==> src/rtl/spi_reg_slave_pkg.sv <==
// Shared types for the serial register-access slave.
// Assumes: command word is 16 bits, direction in the top bit.
package spi_reg_slave_pkg;

    localparam int CMD_BITS  = 16;
    localparam int ADDR_BITS = 13;

    typedef enum logic [1:0] {
        ST_IDLE = 2'd0,
        ST_CMD  = 2'd1,
        ST_DATA = 2'd2,
        ST_DONE = 2'd3
    } xfer_state_t;

    typedef struct packed {
        logic                 rd;
        logic [1:0]           len;
        logic [ADDR_BITS-1:0] addr;
    } cmd_word_t;

endpackage

==> src/rtl/spi_pin_sync.sv <==
// Brings a vector of asynchronous pins into the clk domain.
// Assumes: pins are slow relative to clk; RST_VAL gives each bit's idle level.
module spi_pin_sync #(
    parameter int               WIDTH   = 3,
    parameter int               STAGES  = 2,
    parameter logic [WIDTH-1:0] RST_VAL = '0
) (
    input  logic             clk,
    input  logic             rst_n,
    input  logic [WIDTH-1:0] pin_in,
    output logic [WIDTH-1:0] pin_sync
);
    logic [WIDTH-1:0] stage_q [STAGES];

    // First stage captures the raw pins.
    always_ff @(posedge clk) begin
        if (!rst_n) stage_q[0] <= RST_VAL;
        else        stage_q[0] <= pin_in;
    end

    // Remaining stages form the synchronizer chain.
    for (genvar s = 1; s < STAGES; s++) begin : g_stage
        always_ff @(posedge clk) begin
            if (!rst_n) stage_q[s] <= RST_VAL;
            else        stage_q[s] <= stage_q[s-1];
        end
    end

    assign pin_sync = stage_q[STAGES-1];
endmodule

==> src/rtl/spi_xfer_ctrl.sv <==
// Serial transfer engine: finds edges, decodes the command, counts bytes,
// steps the address and drives read data.
// Assumes: inputs are already synchronized; each sclk level lasts >= 4 clk.
module spi_xfer_ctrl
    import spi_reg_slave_pkg::*;
#(
    parameter int ADDR_W = ADDR_BITS,
    parameter int DATA_W = 8
) (
    input  logic              clk,
    input  logic              rst_n,
    input  logic              cs_lvl,
    input  logic              sck_lvl,
    input  logic              sdi_lvl,
    input  logic [DATA_W-1:0] rd_data,
    output logic [ADDR_W-1:0] rd_addr,
    output logic              wr_en,
    output logic [ADDR_W-1:0] wr_addr,
    output logic [DATA_W-1:0] wr_data,
    output logic              fmt_load,
    output logic              fmt_val,
    output logic              spi_mode,
    output logic              xfer_rd,
    output logic              cs_fall,
    output logic              sdo,
    output logic              oe
);
    localparam int BIT_W = $clog2(DATA_W);
    localparam int CNT_W = $clog2(CMD_BITS);

    xfer_state_t       state_q;
    logic              cs_prev, sck_prev;
    logic              cs_rise, sck_rise, sck_fall;
    logic [CNT_W-1:0]  cnt_q;
    logic [1:0]        byte_idx_q;
    logic [1:0]        len_q;
    logic [CMD_BITS-2:0] shreg_q;
    cmd_word_t         cmd;
    logic [BIT_W-1:0]  bit_sel;

    assign cs_fall  = cs_prev & ~cs_lvl;
    assign cs_rise  = ~cs_prev & cs_lvl;
    assign sck_rise = ~sck_prev & sck_lvl;
    assign sck_fall = sck_prev & ~sck_lvl;
    assign cmd      = {shreg_q, sdi_lvl};
    assign bit_sel  = BIT_W'(DATA_W - 1) - cnt_q[BIT_W-1:0];
    assign oe       = (state_q == ST_DATA) && xfer_rd;

    // Edge-detect history for select and serial clock.
    always_ff @(posedge clk) begin
        if (!rst_n) begin
            cs_prev  <= 1'b1;
            sck_prev <= 1'b0;
        end else begin
            cs_prev  <= cs_lvl;
            sck_prev <= sck_lvl;
        end
    end

    // Main sequencer: mode entry, command shift, data bytes, commit.
    always_ff @(posedge clk) begin
        if (!rst_n) begin
            state_q    <= ST_IDLE;
            cnt_q      <= '0;
            byte_idx_q <= '0;
            len_q      <= '0;
            shreg_q    <= '0;
            rd_addr    <= '0;
            wr_addr    <= '0;
            wr_data    <= '0;
            wr_en      <= 1'b0;
            fmt_load   <= 1'b0;
            fmt_val    <= 1'b0;
            spi_mode   <= 1'b0;
            xfer_rd    <= 1'b0;
        end else begin
            wr_en    <= 1'b0;
            fmt_load <= 1'b0;
            if (cs_rise) begin
                state_q <= ST_IDLE;
            end else if (cs_fall) begin
                state_q <= ST_CMD;
                cnt_q   <= '0;
                if (!spi_mode) begin
                    spi_mode <= 1'b1;
                    fmt_load <= 1'b1;
                    fmt_val  <= sdi_lvl;
                end
            end else if (sck_rise && !cs_lvl) begin
                shreg_q <= {shreg_q[CMD_BITS-3:0], sdi_lvl};
                cnt_q   <= cnt_q + 1'b1;
                case (state_q)
                    ST_CMD: begin
                        if (cnt_q == CNT_W'(CMD_BITS - 1)) begin
                            xfer_rd    <= cmd.rd;
                            len_q      <= cmd.len;
                            rd_addr    <= cmd.addr;
                            byte_idx_q <= '0;
                            cnt_q      <= '0;
                            state_q    <= ST_DATA;
                        end
                    end
                    ST_DATA: begin
                        if (cnt_q == CNT_W'(DATA_W - 1)) begin
                            cnt_q   <= '0;
                            rd_addr <= rd_addr + 1'b1;
                            if (!xfer_rd) begin
                                wr_en   <= 1'b1;
                                wr_addr <= rd_addr;
                                wr_data <= {shreg_q[DATA_W-2:0], sdi_lvl};
                            end
                            if (len_q != 2'b11) begin
                                if (byte_idx_q == len_q) state_q <= ST_DONE;
                                else byte_idx_q <= byte_idx_q + 1'b1;
                            end
                        end
                    end
                    default: ;
                endcase
            end
        end
    end

    // Read data: present the next bit after each falling serial clock.
    always_ff @(posedge clk) begin
        if (!rst_n)                  sdo <= 1'b0;
        else if (sck_fall && oe)     sdo <= rd_data[bit_sel];
    end
endmodule

==> src/rtl/spi_reg_bank.sv <==
// Register bank with the output-format bit held in register 0, bit 0.
// Assumes: fmt_load and wr_en are never high in the same cycle.
module spi_reg_bank #(
    parameter int NUM_REGS = 8,
    parameter int ADDR_W   = 13,
    parameter int DATA_W   = 8
) (
    input  logic              clk,
    input  logic              rst_n,
    input  logic              wr_en,
    input  logic [ADDR_W-1:0] wr_addr,
    input  logic [DATA_W-1:0] wr_data,
    input  logic              fmt_load,
    input  logic              fmt_val,
    input  logic [ADDR_W-1:0] rd_addr,
    output logic [DATA_W-1:0] rd_data,
    output logic              fmt_out
);
    localparam int                IDX_W = $clog2(NUM_REGS);
    localparam logic [ADDR_W-1:0] LIMIT = ADDR_W'(NUM_REGS);

    logic [NUM_REGS-1:0][DATA_W-1:0] regs_q;

    // Register writes; mode entry loads the format bit alone.
    always_ff @(posedge clk) begin
        if (!rst_n) begin
            regs_q <= '0;
        end else if (wr_en && (wr_addr < LIMIT)) begin
            regs_q[wr_addr[IDX_W-1:0]] <= wr_data;
        end else if (fmt_load) begin
            regs_q[0][0] <= fmt_val;
        end
    end

    assign rd_data = (rd_addr < LIMIT) ? regs_q[rd_addr[IDX_W-1:0]] : '0;
    assign fmt_out = regs_q[0][0];
endmodule

==> src/rtl/spi_reg_slave.sv <==
// Top: three-wire serial slave giving a host access to a register bank.
// Assumes: shared data pin is split into in/out/enable at the pad.
module spi_reg_slave
    import spi_reg_slave_pkg::*;
#(
    parameter int NUM_REGS    = 8,
    parameter int SYNC_STAGES = 2
) (
    input  logic clk,
    input  logic rst_n,
    input  logic spi_cs_n,
    input  logic spi_sclk,
    input  logic spi_sdio_in,
    output logic spi_sdio_out,
    output logic spi_sdio_oe,
    output logic ctrl_spi_mode,
    output logic out_fmt_sel
);
    localparam int ADDR_W = ADDR_BITS;
    localparam int DATA_W = 8;

    logic [2:0]        pins_sync;
    logic              cs_lvl, sck_lvl, sdi_lvl;
    logic [DATA_W-1:0] rd_data, wr_data;
    logic [ADDR_W-1:0] rd_addr, wr_addr;
    logic              wr_en, fmt_load, fmt_val, xfer_rd, cs_fall;

    spi_pin_sync #(
        .WIDTH   (3),
        .STAGES  (SYNC_STAGES),
        .RST_VAL (3'b100)
    ) u_sync (
        .clk      (clk),
        .rst_n    (rst_n),
        .pin_in   ({spi_cs_n, spi_sclk, spi_sdio_in}),
        .pin_sync (pins_sync)
    );

    assign {cs_lvl, sck_lvl, sdi_lvl} = pins_sync;

    spi_xfer_ctrl #(
        .ADDR_W (ADDR_W),
        .DATA_W (DATA_W)
    ) u_ctrl (
        .clk      (clk),
        .rst_n    (rst_n),
        .cs_lvl   (cs_lvl),
        .sck_lvl  (sck_lvl),
        .sdi_lvl  (sdi_lvl),
        .rd_data  (rd_data),
        .rd_addr  (rd_addr),
        .wr_en    (wr_en),
        .wr_addr  (wr_addr),
        .wr_data  (wr_data),
        .fmt_load (fmt_load),
        .fmt_val  (fmt_val),
        .spi_mode (ctrl_spi_mode),
        .xfer_rd  (xfer_rd),
        .cs_fall  (cs_fall),
        .sdo      (spi_sdio_out),
        .oe       (spi_sdio_oe)
    );

    spi_reg_bank #(
        .NUM_REGS (NUM_REGS),
        .ADDR_W   (ADDR_W),
        .DATA_W   (DATA_W)
    ) u_bank (
        .clk      (clk),
        .rst_n    (rst_n),
        .wr_en    (wr_en),
        .wr_addr  (wr_addr),
        .wr_data  (wr_data),
        .fmt_load (fmt_load),
        .fmt_val  (fmt_val),
        .rd_addr  (rd_addr),
        .rd_data  (rd_data),
        .fmt_out  (out_fmt_sel)
    );
endmodule

==> config.mk <==
export PLATFORM = sky130hd
export DESIGN_NAME = spi_reg_slave
export DESIGN_NICKNAME = d
export VERILOG_FILES = /design/src/rtl/spi_reg_slave_pkg.sv /design/src/rtl/spi_pin_sync.sv /design/src/rtl/spi_xfer_ctrl.sv /design/src/rtl/spi_reg_bank.sv /design/src/rtl/spi_reg_slave.sv
export SDC_FILE = /design/constraint.sdc
export NUM_CORES = 1
export LEC_CHECK = 0
export CAP_MARGIN = 10
export CORE_MARGIN = 2
export CORE_UTILIZATION = 45
export DETAILED_ROUTE_END_ITERATION = 12
export GPL_TIMING_DRIVEN = 0
export HOLD_SLACK_MARGIN = 0.1
export SLEW_MARGIN = 10
export SYNTH_ARGS = -nofsm -noshare
export SYNTH_HDL_FRONTEND = slang
export SYNTH_HIERARCHICAL = 1
export SYNTH_SLANG_ARGS = --single-unit
==> constraint.sdc <==
create_clock -name clk -period 6.2 [get_ports clk]
set_input_delay 1.55 -clock clk [delete_from_list [all_inputs] [get_ports clk]]
set_output_delay 1.55 -clock clk [all_outputs]
set_load 0.005 [all_outputs]
==> impl_metrics.csv, run 1 <==
group,metric,value,unit
status,outcome,"completed",
critical_path,critical_path_cell_count,5,
floorplanning,starting_utilization_of_the_core_area,0.457,
critical_path,depth_of_the_worst_register_to_register_path,8,
floorplanning,core_area,13700,sq um
sta,min_period_over_period,0.565,
power,pwr-share-comb,0.023,
synth,area_leader_netlist,"sky130_fd_sc_hd__dfxtp_1",
sta,clock.fmax,285,MHz
power,irDropWorstVdd,213,uV
synth,synth.distinct_cells,64,
route,remaining_antenna_violation_count_after_routing,0,
power,powerDensity,281,nW/um^2
power,p_sw,0.000404,W
synth,netlist_instances,645,
sta,post-route-min-period,3.50,ns
route,drt_drc_violations_left,0,
worst_hold_path,hold_path.class,"reg2reg",
synth,postSynth.topFlopCell,"sky130_fd_sc_hd__dfxtp_1",
cells_and_area,design.final.nets,683,
power,cellLeakagePower,2.77,nW
synth,synth_seq_cells,137,
cells_and_area,diodes,0,
synth,combined_area_of_all_synthesized_cells,6270,sq um
critical_path,cp_num_buf_inv,3,
route,drt_pass1_iterations,5,
sta,drv_slew,0,
cells_and_area,final.fill_count,1231,
power,power.internal,0.00162,W
global_routing,gr_layer_usage_met3,0.0552,
route,post_drt_via_cell_ratio,5.80,
global_routing,grt_max_degree,17,
sta,final-setup-viol-count,0,
critical_path,worstPathRequired,6.54,ns
critical_path,critPathTopFamily,"buffers and inverters",
sta,max-slew-margin-rel,0.414,
critical_path,crit_path_max_incr_delay,0.74,ns
sta,fin_worst_skew,0.00635,ns
cells_and_area,layout_cells_sized_above_1,0.111,
clocking,numClockSinks,137,
critical_path,startpoint_type,"input pin",
global_routing,first_global_vias,4917,
critical_path,critical-path-top-cell-by-count,"sky130_fd_sc_hd__clkbuf_1",
cells_and_area,final_core_utilization,0.526,
synth,ys_warn_count,6,
clocking,hold_buffers,0,
synth,postSynthNetCount,656,
clocking,cts_post_setup_buffers_inserted,0,
floorplanning,floorplan.die_area,14900,sq um
synth,synth.avg_cell_area,9.71,sq um
route,routed_wire_length_per_instance,18.5,um
power,seq_power_share,0.438,
synth,yosysTopAreaCellShare,0.438,
global_routing,met2_usage,0.354,
cells_and_area,syn2layout_area_growth,15.1,%
floorplanning,die-width,122,um
floorplanning,placementRows,43,
clocking,tritoncts_clock_tree,"yes",
sta,rsz0062_at_grt,"false",
worst_hold_path,worstHoldPathCells,1,
global_routing,tot_gr_track_use,0.230,
critical_path,crit_arrival,3.84,ns
clocking,cts_buffers,17,
critical_path,cp_max_fo,10,
placed_design,place_area,6570,sq um
global_routing,grt_first_pass_wirelength,25900,um
clocking,cts-resized-gates,0,
run,max_cap_viol_count,0,
global_routing,antenna_violations_before_repair,0,
floorplanning,die_y,122,um
global_routing,gr-usage-met1,0.310,
power,power_frac_clock,0.539,
placed_design,port-buffer-count,8,
synth,synth_edf_count,0,
sta,setup_total_negative_slack,0,ns
route,routed-via-count,5012,
route,initialDrtViolationCount,497,
sta,holdWs,0.431,ns
global_routing,gr-max-usage-layer,"met2",
clocking,ctsLongestPathBuffers,2,
sta,worst_pin_slew,0.868,ns
floorplanning,ios,9,
critical_path,crit_path_end_kind,"register",
power,netSwitchingFraction,0.200,
clocking,worst_setup_hold_path_clk_slew,0.06,ns
synth,yosysSeqAreaShare,0.438,
clocking,insertion_delay,0.42,ns
critical_path,crit_slowest_cell,"sky130_fd_sc_hd__clkdlybuf4s50_1",
synth,ys_top_cells_by_area,"sky130_fd_sc_hd__dfxtp_1 (44%), sky130_fd_sc_hd__mux2i_1 (14%), sky130_fd_sc_hd__mux4_2 (6.5%), sky130_fd_sc_hd__nand2_1 (6.4%), sky130_fd_sc_hd__nor2_1 (2.7%)",
global_routing,global_route.overflow_total,0,
sta,finalHoldViolations,0,
critical_path,critPathKind,"in2reg",
cells_and_area,final_cell_area,7210,sq um
critical_path,critical_path.cell_chain,"clkdlybuf4s50_1 -> clkbuf_1 -> clkbuf_1 -> nand2_1 -> o21ai_0",
clocking,clock-root-buffer,"sky130_fd_sc_hd__clkbuf_16",
route,routed_wl,16000,um
synth,async_flop_share,0,
placed_design,dpl.hpwl,11100,um
placed_design,finalWeightedCongestion,0.877,
clocking,cts_htree_levels,4,
-- cells in the mapped netlist, types with 3 or more instances --
| library cell | instances |
|---|---|
| sky130_fd_sc_hd__a21oi_1 | 31 |
| sky130_fd_sc_hd__dfxtp_1 | 137 |
| sky130_fd_sc_hd__o31a_1 | 4 |
| sky130_fd_sc_hd__o31ai_1 | 4 |
| sky130_fd_sc_hd__and4_1 | 4 |
| sky130_fd_sc_hd__mux4_2 | 18 |
| sky130_fd_sc_hd__o21ai_0 | 12 |
| sky130_fd_sc_hd__a32oi_1 | 3 |
| sky130_fd_sc_hd__inv_1 | 8 |
| sky130_fd_sc_hd__nand2_1 | 107 |
| sky130_fd_sc_hd__buf_2 | 12 |
| sky130_fd_sc_hd__mux2i_1 | 89 |
| sky130_fd_sc_hd__and3_1 | 3 |
| sky130_fd_sc_hd__o2bb2ai_1 | 3 |
| sky130_fd_sc_hd__o311ai_0 | 5 |
| sky130_fd_sc_hd__nand2b_1 | 8 |
| sky130_fd_sc_hd__a31oi_1 | 6 |
| sky130_fd_sc_hd__buf_6 | 3 |
| sky130_fd_sc_hd__nor4_1 | 3 |
| sky130_fd_sc_hd__nor3_1 | 10 |
| sky130_fd_sc_hd__nor2_1 | 45 |
| sky130_fd_sc_hd__nand3_1 | 14 |
| sky130_fd_sc_hd__buf_1 | 6 |
| sky130_fd_sc_hd__clkbuf_1 | 25 |
| sky130_fd_sc_hd__nand4_1 | 7 |
| sky130_fd_sc_hd__a211oi_1 | 4 |
| sky130_fd_sc_hd__o32ai_1 | 4 |
| sky130_fd_sc_hd__and2_1 | 10 |
| sky130_fd_sc_hd__ha_1 | 6 |
| sky130_fd_sc_hd__nor2b_1 | 8 |
| sky130_fd_sc_hd__nor3b_1 | 4 |
| sky130_fd_sc_hd__or4b_1 | 3 |
-- through the flow --
step                std cells  worst slack (ns)  total power, W
finish                    864              2.70         0.00203
floorplan                 645              3.67        0.000934
detailed placement        833              2.28        0.000953
CTS                       864              2.70         0.00204
global route              864              2.56         0.00208
global placement          833              2.41        0.000951
-- final cells by class --
| class | instances | area, sq um | share of cell area |
|---|---|---|---|
| buffer | 47 | 218 | 0.0302 |
| inverter | 9 | 33.8 | 0.00469 |
| clock inverter | 7 | 138 | 0.0191 |
| multi-input combinational | 452 | 3270 | 0.454 |
| timing repair buffer | 8 | 80.1 | 0.0111 |
| tap | 180 | 225 | 0.0312 |
| sequential | 137 | 2740 | 0.380 |
| clock buffer | 24 | 502 | 0.0696 |
-- sequential cells by signal (all words and copies together) (netlist names), 2 cells and up --
name	flops
u_bank/regs_q	63
u_ctrl/shreg_q	15
u_ctrl/rd_addr	13
u_ctrl/wr_addr	13
u_ctrl/wr_data	8
u_sync/stage_q	6
u_ctrl/cnt_q	4
u_ctrl/byte_idx_q	2
u_ctrl/len_q	2
u_ctrl/state_q	2
-- path summary, 6_finish.rpt --
path	to	slack [ns]	from
setup / recovery	u_bank/regs_q[19]	2.70	rst_n
hold / removal	u_sync/stage_q[1][2]	0.43	u_sync/stage_q[0][2]
setup reg to reg	u_ctrl/sdo	3.15	u_ctrl/rd_addr[0]
hold reg to reg	u_sync/stage_q[1][2]	0.43	u_sync/stage_q[0][2]
-- worst reg2reg max path: stages, from the launching register on --
cell	delay, ns
sky130_fd_sc_hd__dfxtp_1	0.44
sky130_fd_sc_hd__clkbuf_1	0.50
sky130_fd_sc_hd__buf_2	0.45
sky130_fd_sc_hd__mux4_2	0.61
sky130_fd_sc_hd__mux2i_1	0.17
sky130_fd_sc_hd__nor2_1	0.06
sky130_fd_sc_hd__mux4_2	0.47
sky130_fd_sc_hd__mux2i_1	0.16
sky130_fd_sc_hd__a21oi_1	0.08
-- cell families after synthesis --
family,count (synthesis),synth area share
AO/OA/AOI/OAI,91,0.100
XOR/XNOR,1,0.00140
adder cells (fa/ha/maj),6,0.0120
buffers and inverters,56,0.0401
flip-flops,137,0.438
multiplexers,108,0.209
AND/OR/NAND/NOR,246,0.199
-- power groups by stage --
stage / combinational (W) / clock, W / sequential [W]
after floorplan: 0.0000283 / 0 / 0.000905
final: 0.0000468 / 0.00109 / 0.000887
after global routing: 0.0000504 / 0.00115 / 0.000887
after global placement: 0.0000451 / 0 / 0.000906
after detailed placement: 0.0000463 / 0 / 0.000906
after CTS: 0.0000465 / 0.00111 / 0.000887
-- cells in the final DEF, fill, tap and decap left out, drive strengths merged, types with 5 or more instances in the layout --
cell type	count
a21oi	31
a31oi	6
and2	10
buf	22
clkbuf	49
clkdlybuf4s50	8
dfxtp	137
ha	6
inv	8
mux2i	89
mux4	18
nand2	108
nand2b	8
nand3	15
nand4	7
nor2	45
nor2b	8
nor3	11
nor3b	6
nor4	5
o21ai	12
o311ai	5
o31a	5
o31ai	5
-- routing by layer --
layer	wire length, um	vias to the layer above
met5	0	-
met4	335	0
met3	994	27
met2	7240	181
met1	7410	2431
li1	-	2373
Note: power is estimated with default switching activity, not from simulation.
==> run 2: changes to the inputs <==
clock period = 3 ns   (was 6.2 ns; I/O delays follow)
==> impl_metrics.csv, run 2 (synthesis results as in run 1) <==
group,metric,value,unit
route,drt_drc_violations_left,0,
sta,drv_slew,0,
sta,min_period_over_period,0.919,
power,netSwitchingFraction,0.199,
critical_path,startpoint_type,"register",
cells_and_area,most-common-layout-cells,"sky130_fd_sc_hd__dfxtp_1 (137), sky130_fd_sc_hd__nand2_1 (107), sky130_fd_sc_hd__mux2i_1 (89)",
critical_path,cp_max_fo,10,
critical_path,rrSetupSlack,0.24,ns
clocking,cts_buffers,17,
sta,fin_worst_skew,0.00620,ns
critical_path,critPathKind,"reg2reg",
route,routed_wl,15900,um
power,irDropWorstVdd,439,uV
global_routing,global_route.overflow_total,0,
clocking,numClockSinks,137,
floorplanning,die-width,122,um
route,routed-via-count,5035,
floorplanning,die_y,122,um
floorplanning,placementRows,43,
placed_design,dpl.hpwl,11100,um
power,powerDensity,580,nW/um^2
power,power.internal,0.00335,W
sta,setup_total_negative_slack,0,ns
sta,max-slew-margin-rel,0.412,
sta,post-route-worst-setup-slack,0.244,ns
floorplanning,core_area,13700,sq um
clocking,clock-root-buffer,"sky130_fd_sc_hd__clkbuf_16",
critical_path,crit_start,"u_ctrl/rd_addr[1]",
clocking,hold_buffers,0,
clocking,cts_htree_levels,4,
global_routing,tot_gr_track_use,0.230,
global_routing,first_global_vias,4918,
clocking,ctsLongestPathBuffers,2,
sta,finalHoldViolations,0,
placed_design,port-buffer-count,8,
sta,clock.fmax,363,MHz
cells_and_area,seq_area,2740,sq um
floorplanning,starting_utilization_of_the_core_area,0.457,
power,pwr-share-comb,0.023,
route,remaining_antenna_violation_count_after_routing,0,
cells_and_area,final.fill_count,1231,
sta,worst_pin_slew,0.871,ns
clocking,tritoncts_clock_tree,"yes",
placed_design,pre_cts_ws,-0.119,ns
global_routing,grt_max_degree,17,
cells_and_area,multi_input_area,3270,sq um
cells_and_area,final_common_cell,"sky130_fd_sc_hd__dfxtp_1",
cells_and_area,syn2layout_area_growth,15.2,%
power,cellLeakagePower,2.78,nW
sta,post-route-min-period,2.76,ns
cells_and_area,register_bank_with_the_most_flops,"u_bank/regs_q",
cells_and_area,largest_register_ffs,63,
power,seq_power_share,0.438,
route,routed_wire_length_per_instance,18.4,um
clocking,worst_setup_hold_path_clk_slew,0.06,ns
global_routing,antenna_violations_before_repair,0,
run,max_cap_viol_count,0,
critical_path,worstPathRequired,3.31,ns
power,p_sw,0.000835,W
global_routing,grt_first_pass_wirelength,25900,um
sta,final-setup-viol-count,0,
critical_path,critical_path.endpoint,"u_ctrl/sdo",
critical_path,crit_path_end_kind,"register",
cells_and_area,design.final.nets,683,
route,drt_pass1_iterations,5,
cells_and_area,layout_cells_sized_above_1,0.114,
critical_path,crit_arrival,3.06,ns
critical_path,rr_startpoint,"u_ctrl/rd_addr[1]",
worst_hold_path,hold_path.class,"reg2reg",
clocking,insertion_delay,0.42,ns
route,initialDrtViolationCount,471,
power,power_frac_clock,0.539,
critical_path,worst_r2r_endpoint,"u_ctrl/sdo",
floorplanning,floorplan.die_area,14900,sq um
sta,rsz0062_at_grt,"false",
critical_path,depth_of_the_worst_register_to_register_path,8,
cells_and_area,diodes,0,
placed_design,finalWeightedCongestion,0.877,
floorplanning,ios,9,
status,outcome,"completed",
route,post_drt_via_cell_ratio,5.83,
cells_and_area,top_regs,"u_bank/regs_q x63, u_ctrl/shreg_q x15",
-- run 2: cell count changes in the layout (fill, tap and decap cells not counted), sizes merged --
cell	change
clkbuf	+1
buf	-1
-- run 2: worst min path at each step --
stage	end	slack [ns]	depth (start not counted)	startpoint
6_report	u_sync/stage_q[1][2]	0.43	1	u_sync/stage_q[0][2]
4_1_cts	u_sync/stage_q[1][2]	0.44	1	u_sync/stage_q[0][2]
3_5_place_dp	u_sync/stage_q[1][2]	0.42	1	u_sync/stage_q[0][2]
5_1_grt	u_sync/stage_q[1][2]	0.46	1	u_sync/stage_q[0][2]
2_1_floorplan	u_sync/stage_q[1][2]	0.39	1	u_sync/stage_q[0][2]
3_3_place_gp	u_sync/stage_q[1][2]	0.40	1	u_sync/stage_q[0][2]
-- run 2: area by class of cell --
class / instances / area share
multi-input cells: 452 / 0.453
flip-flops and latches: 137 / 0.380
clock buffers: 24 / 0.0695
well taps: 180 / 0.0312
plain buffers: 47 / 0.0309
clock inverters: 7 / 0.0191
repair buffers: 8 / 0.0111
inverters: 9 / 0.00468
-- run 2: timing repair --
action                                  in CTS  in global routing
endpoints found under the hold margin        0                  0
gates resized for setup                      2                  1
endpoints found under the setup margin       1                  1
setup buffers                                0                  0
-- run 2: worst max-delay path, stage by stage (launching register included) --
cell	delay (ns)
sky130_fd_sc_hd__dfxtp_1	0.42
sky130_fd_sc_hd__clkbuf_1	0.48
sky130_fd_sc_hd__buf_2	0.40
sky130_fd_sc_hd__mux4_2	0.40
sky130_fd_sc_hd__mux2i_1	0.17
sky130_fd_sc_hd__nor2_1	0.06
sky130_fd_sc_hd__mux4_2	0.47
sky130_fd_sc_hd__mux2i_1	0.16
sky130_fd_sc_hd__a21oi_1	0.08
-- run 2: metrics by stage --
| step | util | area, sq um | cells | hold WS, ns | total power (W) |
|---|---|---|---|---|---|
| after floorplan | - | 6270 | 645 | 0.386 | 0.00193 |
| after global placement | 0.479 | 6570 | 833 | 0.401 | 0.00197 |
| after detailed placement | 0.479 | 6570 | 833 | 0.416 | 0.00197 |
| after CTS | 0.526 | 7210 | 864 | 0.435 | 0.00422 |
| after global routing | 0.526 | 7220 | 864 | 0.455 | 0.00431 |
| final | 0.526 | 7220 | 864 | 0.431 | 0.00418 |
-- run 2: per-layer routing --
layer | global-route usage | part of all wire | wire length (um)
met2 | 0.354 | 0.45 | 7210
met1 | 0.310 | 0.46 | 7400
met5 | 0 | 0 | 0
met3 | 0.0552 | 0.059 | 936
met4 | 0.0927 | 0.024 | 380
-- run 2: power by group through the flow --
| stage | Clock, W | Sequential [W] | Combinational [W] |
|---|---|---|---|
| after floorplan | 0 | 0.00187 | 0.0000585 |
| after global placement | 0 | 0.00187 | 0.0000933 |
| after detailed placement | 0 | 0.00187 | 0.0000957 |
| after CTS | 0.00229 | 0.00183 | 0.0000961 |
| after global routing | 0.00237 | 0.00183 | 0.000104 |
| final | 0.00225 | 0.00183 | 0.0000970 |
==> run 3: changes to the inputs <==
--- a/config.mk
+++ b/config.mk
@@ -8,5 +8,6 @@
 export CAP_MARGIN = 10
-export CORE_MARGIN = 2
+export CORE_MARGIN = 3
 export CORE_UTILIZATION = 45
 export DETAILED_ROUTE_END_ITERATION = 12
+export GPL_ROUTABILITY_DRIVEN = 0
 export GPL_TIMING_DRIVEN = 0
==> constraint.sdc (replaced) <==
create_clock -name clk -period 3 [get_ports clk]
set_input_delay 0.6 -clock clk [delete_from_list [all_inputs] [get_ports clk]]
set_output_delay 0.6 -clock clk [all_outputs]
set_load 0.005 [all_outputs]
==> impl_metrics.csv, run 3 (synthesis results as in run 1) <==
group,metric,value,unit
clocking,insertion_delay,0.42,ns
floorplanning,die-width,124,um
sta,clock.fmax,354,MHz
cells_and_area,top_regs,"u_bank/regs_q x63, u_ctrl/shreg_q x15",
clocking,cts_buffers,17,
floorplanning,starting_utilization_of_the_core_area,0.466,
cells_and_area,design.final.nets,683,
cells_and_area,final_cell_area,7190,sq um
critical_path,startpoint_type,"register",
power,irDropWorstVdd,415,uV
route,post_drt_via_cell_ratio,5.82,
route,drt_pass1_iterations,5,
clocking,hold_buffers,0,
route,drt_drc_violations_left,0,
route,routed_wl,16100,um
run,max_cap_viol_count,0,
global_routing,grt_max_degree,17,
clocking,ctsLongestPathBuffers,2,
global_routing,tot_gr_track_use,0.222,
worst_hold_path,hold_path.class,"reg2reg",
placed_design,post-place-cells,829,
critical_path,crit_path_end_kind,"register",
floorplanning,die_y,124,um
floorplanning,core_area,13500,sq um
clocking,numClockSinks,137,
floorplanning,placementRows,42,
status,outcome,"completed",
placed_design,place_area,6570,sq um
cells_and_area,instances_no_fill,860,
critical_path,cp_max_fo,10,
route,routed_wire_length_per_instance,18.7,um
floorplanning,floorplan.die_area,15400,sq um
power,powerDensity,576,nW/um^2
sta,drv_slew,0,
sta,worst_pin_slew,0.746,ns
sta,max-slew-margin-rel,0.496,
cells_and_area,syn2layout_area_growth,14.8,%
sta,setup_total_negative_slack,0,ns
placed_design,dpl.hpwl,11100,um
critical_path,critPathKind,"reg2reg",
cells_and_area,final_common_cell,"sky130_fd_sc_hd__dfxtp_1",
critical_path,worstPathRequired,3.31,ns
route,remaining_antenna_violation_count_after_routing,0,
sta,min_period_over_period,0.941,
critical_path,crit_arrival,3.13,ns
sta,holdWs,0.434,ns
power,cellLeakagePower,2.77,nW
sta,final-setup-viol-count,0,
clocking,cts_htree_levels,4,
global_routing,first_global_vias,4819,
route,initialDrtViolationCount,601,
global_routing,global_route.overflow_total,0,
sta,rsz0062_at_grt,"false",
clocking,worst_setup_hold_path_clk_slew,0.06,ns
clocking,clock-root-buffer,"sky130_fd_sc_hd__clkbuf_16",
cells_and_area,register_bank_with_the_most_flops,"u_bank/regs_q",
clocking,tritoncts_clock_tree,"yes",
route,routed-via-count,5007,
cells_and_area,most-common-layout-cells,"sky130_fd_sc_hd__dfxtp_1 (137), sky130_fd_sc_hd__nand2_1 (107), sky130_fd_sc_hd__mux2i_1 (89)",
cells_and_area,diodes,0,
placed_design,port-buffer-count,8,
sta,post-route-min-period,2.82,ns
sta,finalHoldViolations,0,
floorplanning,ios,9,
global_routing,antenna_violations_before_repair,0,
cells_and_area,layout_cells_sized_above_1,0.113,
sta,fin_worst_skew,0.00596,ns
global_routing,grt_first_pass_wirelength,25600,um
cells_and_area,largest_register_ffs,63,
cells_and_area,final_core_utilization,0.535,
-- run 3: final cells by class --
type                            instances  area (sq um)
Fill cell                            1201          6260
Multi-Input combinational cell        452          3270
Sequential cell                       137          2740
Clock buffer                           23           478
Buffer                                 47           223
Tap cell                              176           220
Clock inverter                          8           143
Timing Repair Buffer                    8          80.1
Inverter                                9          33.8
-- run 3: where the power goes --
group	internal (W)	leakage [nW]	switching, W
Combinational	0.0000285	1.36	0.0000676
Clock	0.00145	0.303	0.000766
Sequential	0.00183	1.10	0.00000668
-- run 3: worst paths after layout --
path                                      startpoint                    to  slack [ns]  cells after the start
worst max register to register     u_ctrl/rd_addr[1]            u_ctrl/sdo        0.18                      8
worst min-delay path            u_sync/stage_q[0][0]  u_sync/stage_q[1][0]        0.43                      1
worst max-delay path               u_ctrl/rd_addr[1]            u_ctrl/sdo        0.18                      8
worst min register to register  u_sync/stage_q[0][0]  u_sync/stage_q[1][0]        0.43                      1
-- run 3: per-stage QoR --
stage          total power (W)  setup slack [ns]
3_3_place_gp           0.00197           -0.0704
5_1_grt                0.00426           0.00476
3_5_place_dp           0.00197            -0.133
2_1_floorplan          0.00193             0.467
6_report               0.00414             0.176
4_1_cts                0.00416             0.105
-- run 3: worst max-delay path, cell delays in order (launching register included) --
cell	delay, ns
sky130_fd_sc_hd__dfxtp_1	0.44
sky130_fd_sc_hd__clkbuf_1	0.50
sky130_fd_sc_hd__buf_2	0.41
sky130_fd_sc_hd__mux4_2	0.39
sky130_fd_sc_hd__mux2i_1	0.19
sky130_fd_sc_hd__nor2_1	0.06
sky130_fd_sc_hd__mux4_2	0.48
sky130_fd_sc_hd__mux2i_1	0.16
sky130_fd_sc_hd__a21oi_1	0.08
-- run 3: routing by layer --
metal	vias to the layer above	track usage	part of all wire
li1	2369	-	-
met5	-	0	0
met2	164	0.337	0.45
met4	0	0.0821	0.018
met1	2449	0.307	0.47
met3	25	0.0518	0.058
-- run 3: what timing repair did --
action | in CTS | in global routing
buffers inserted | 0 | 0
resized for setup | 2 | 1
endpoints found under the setup margin | 1 | 1
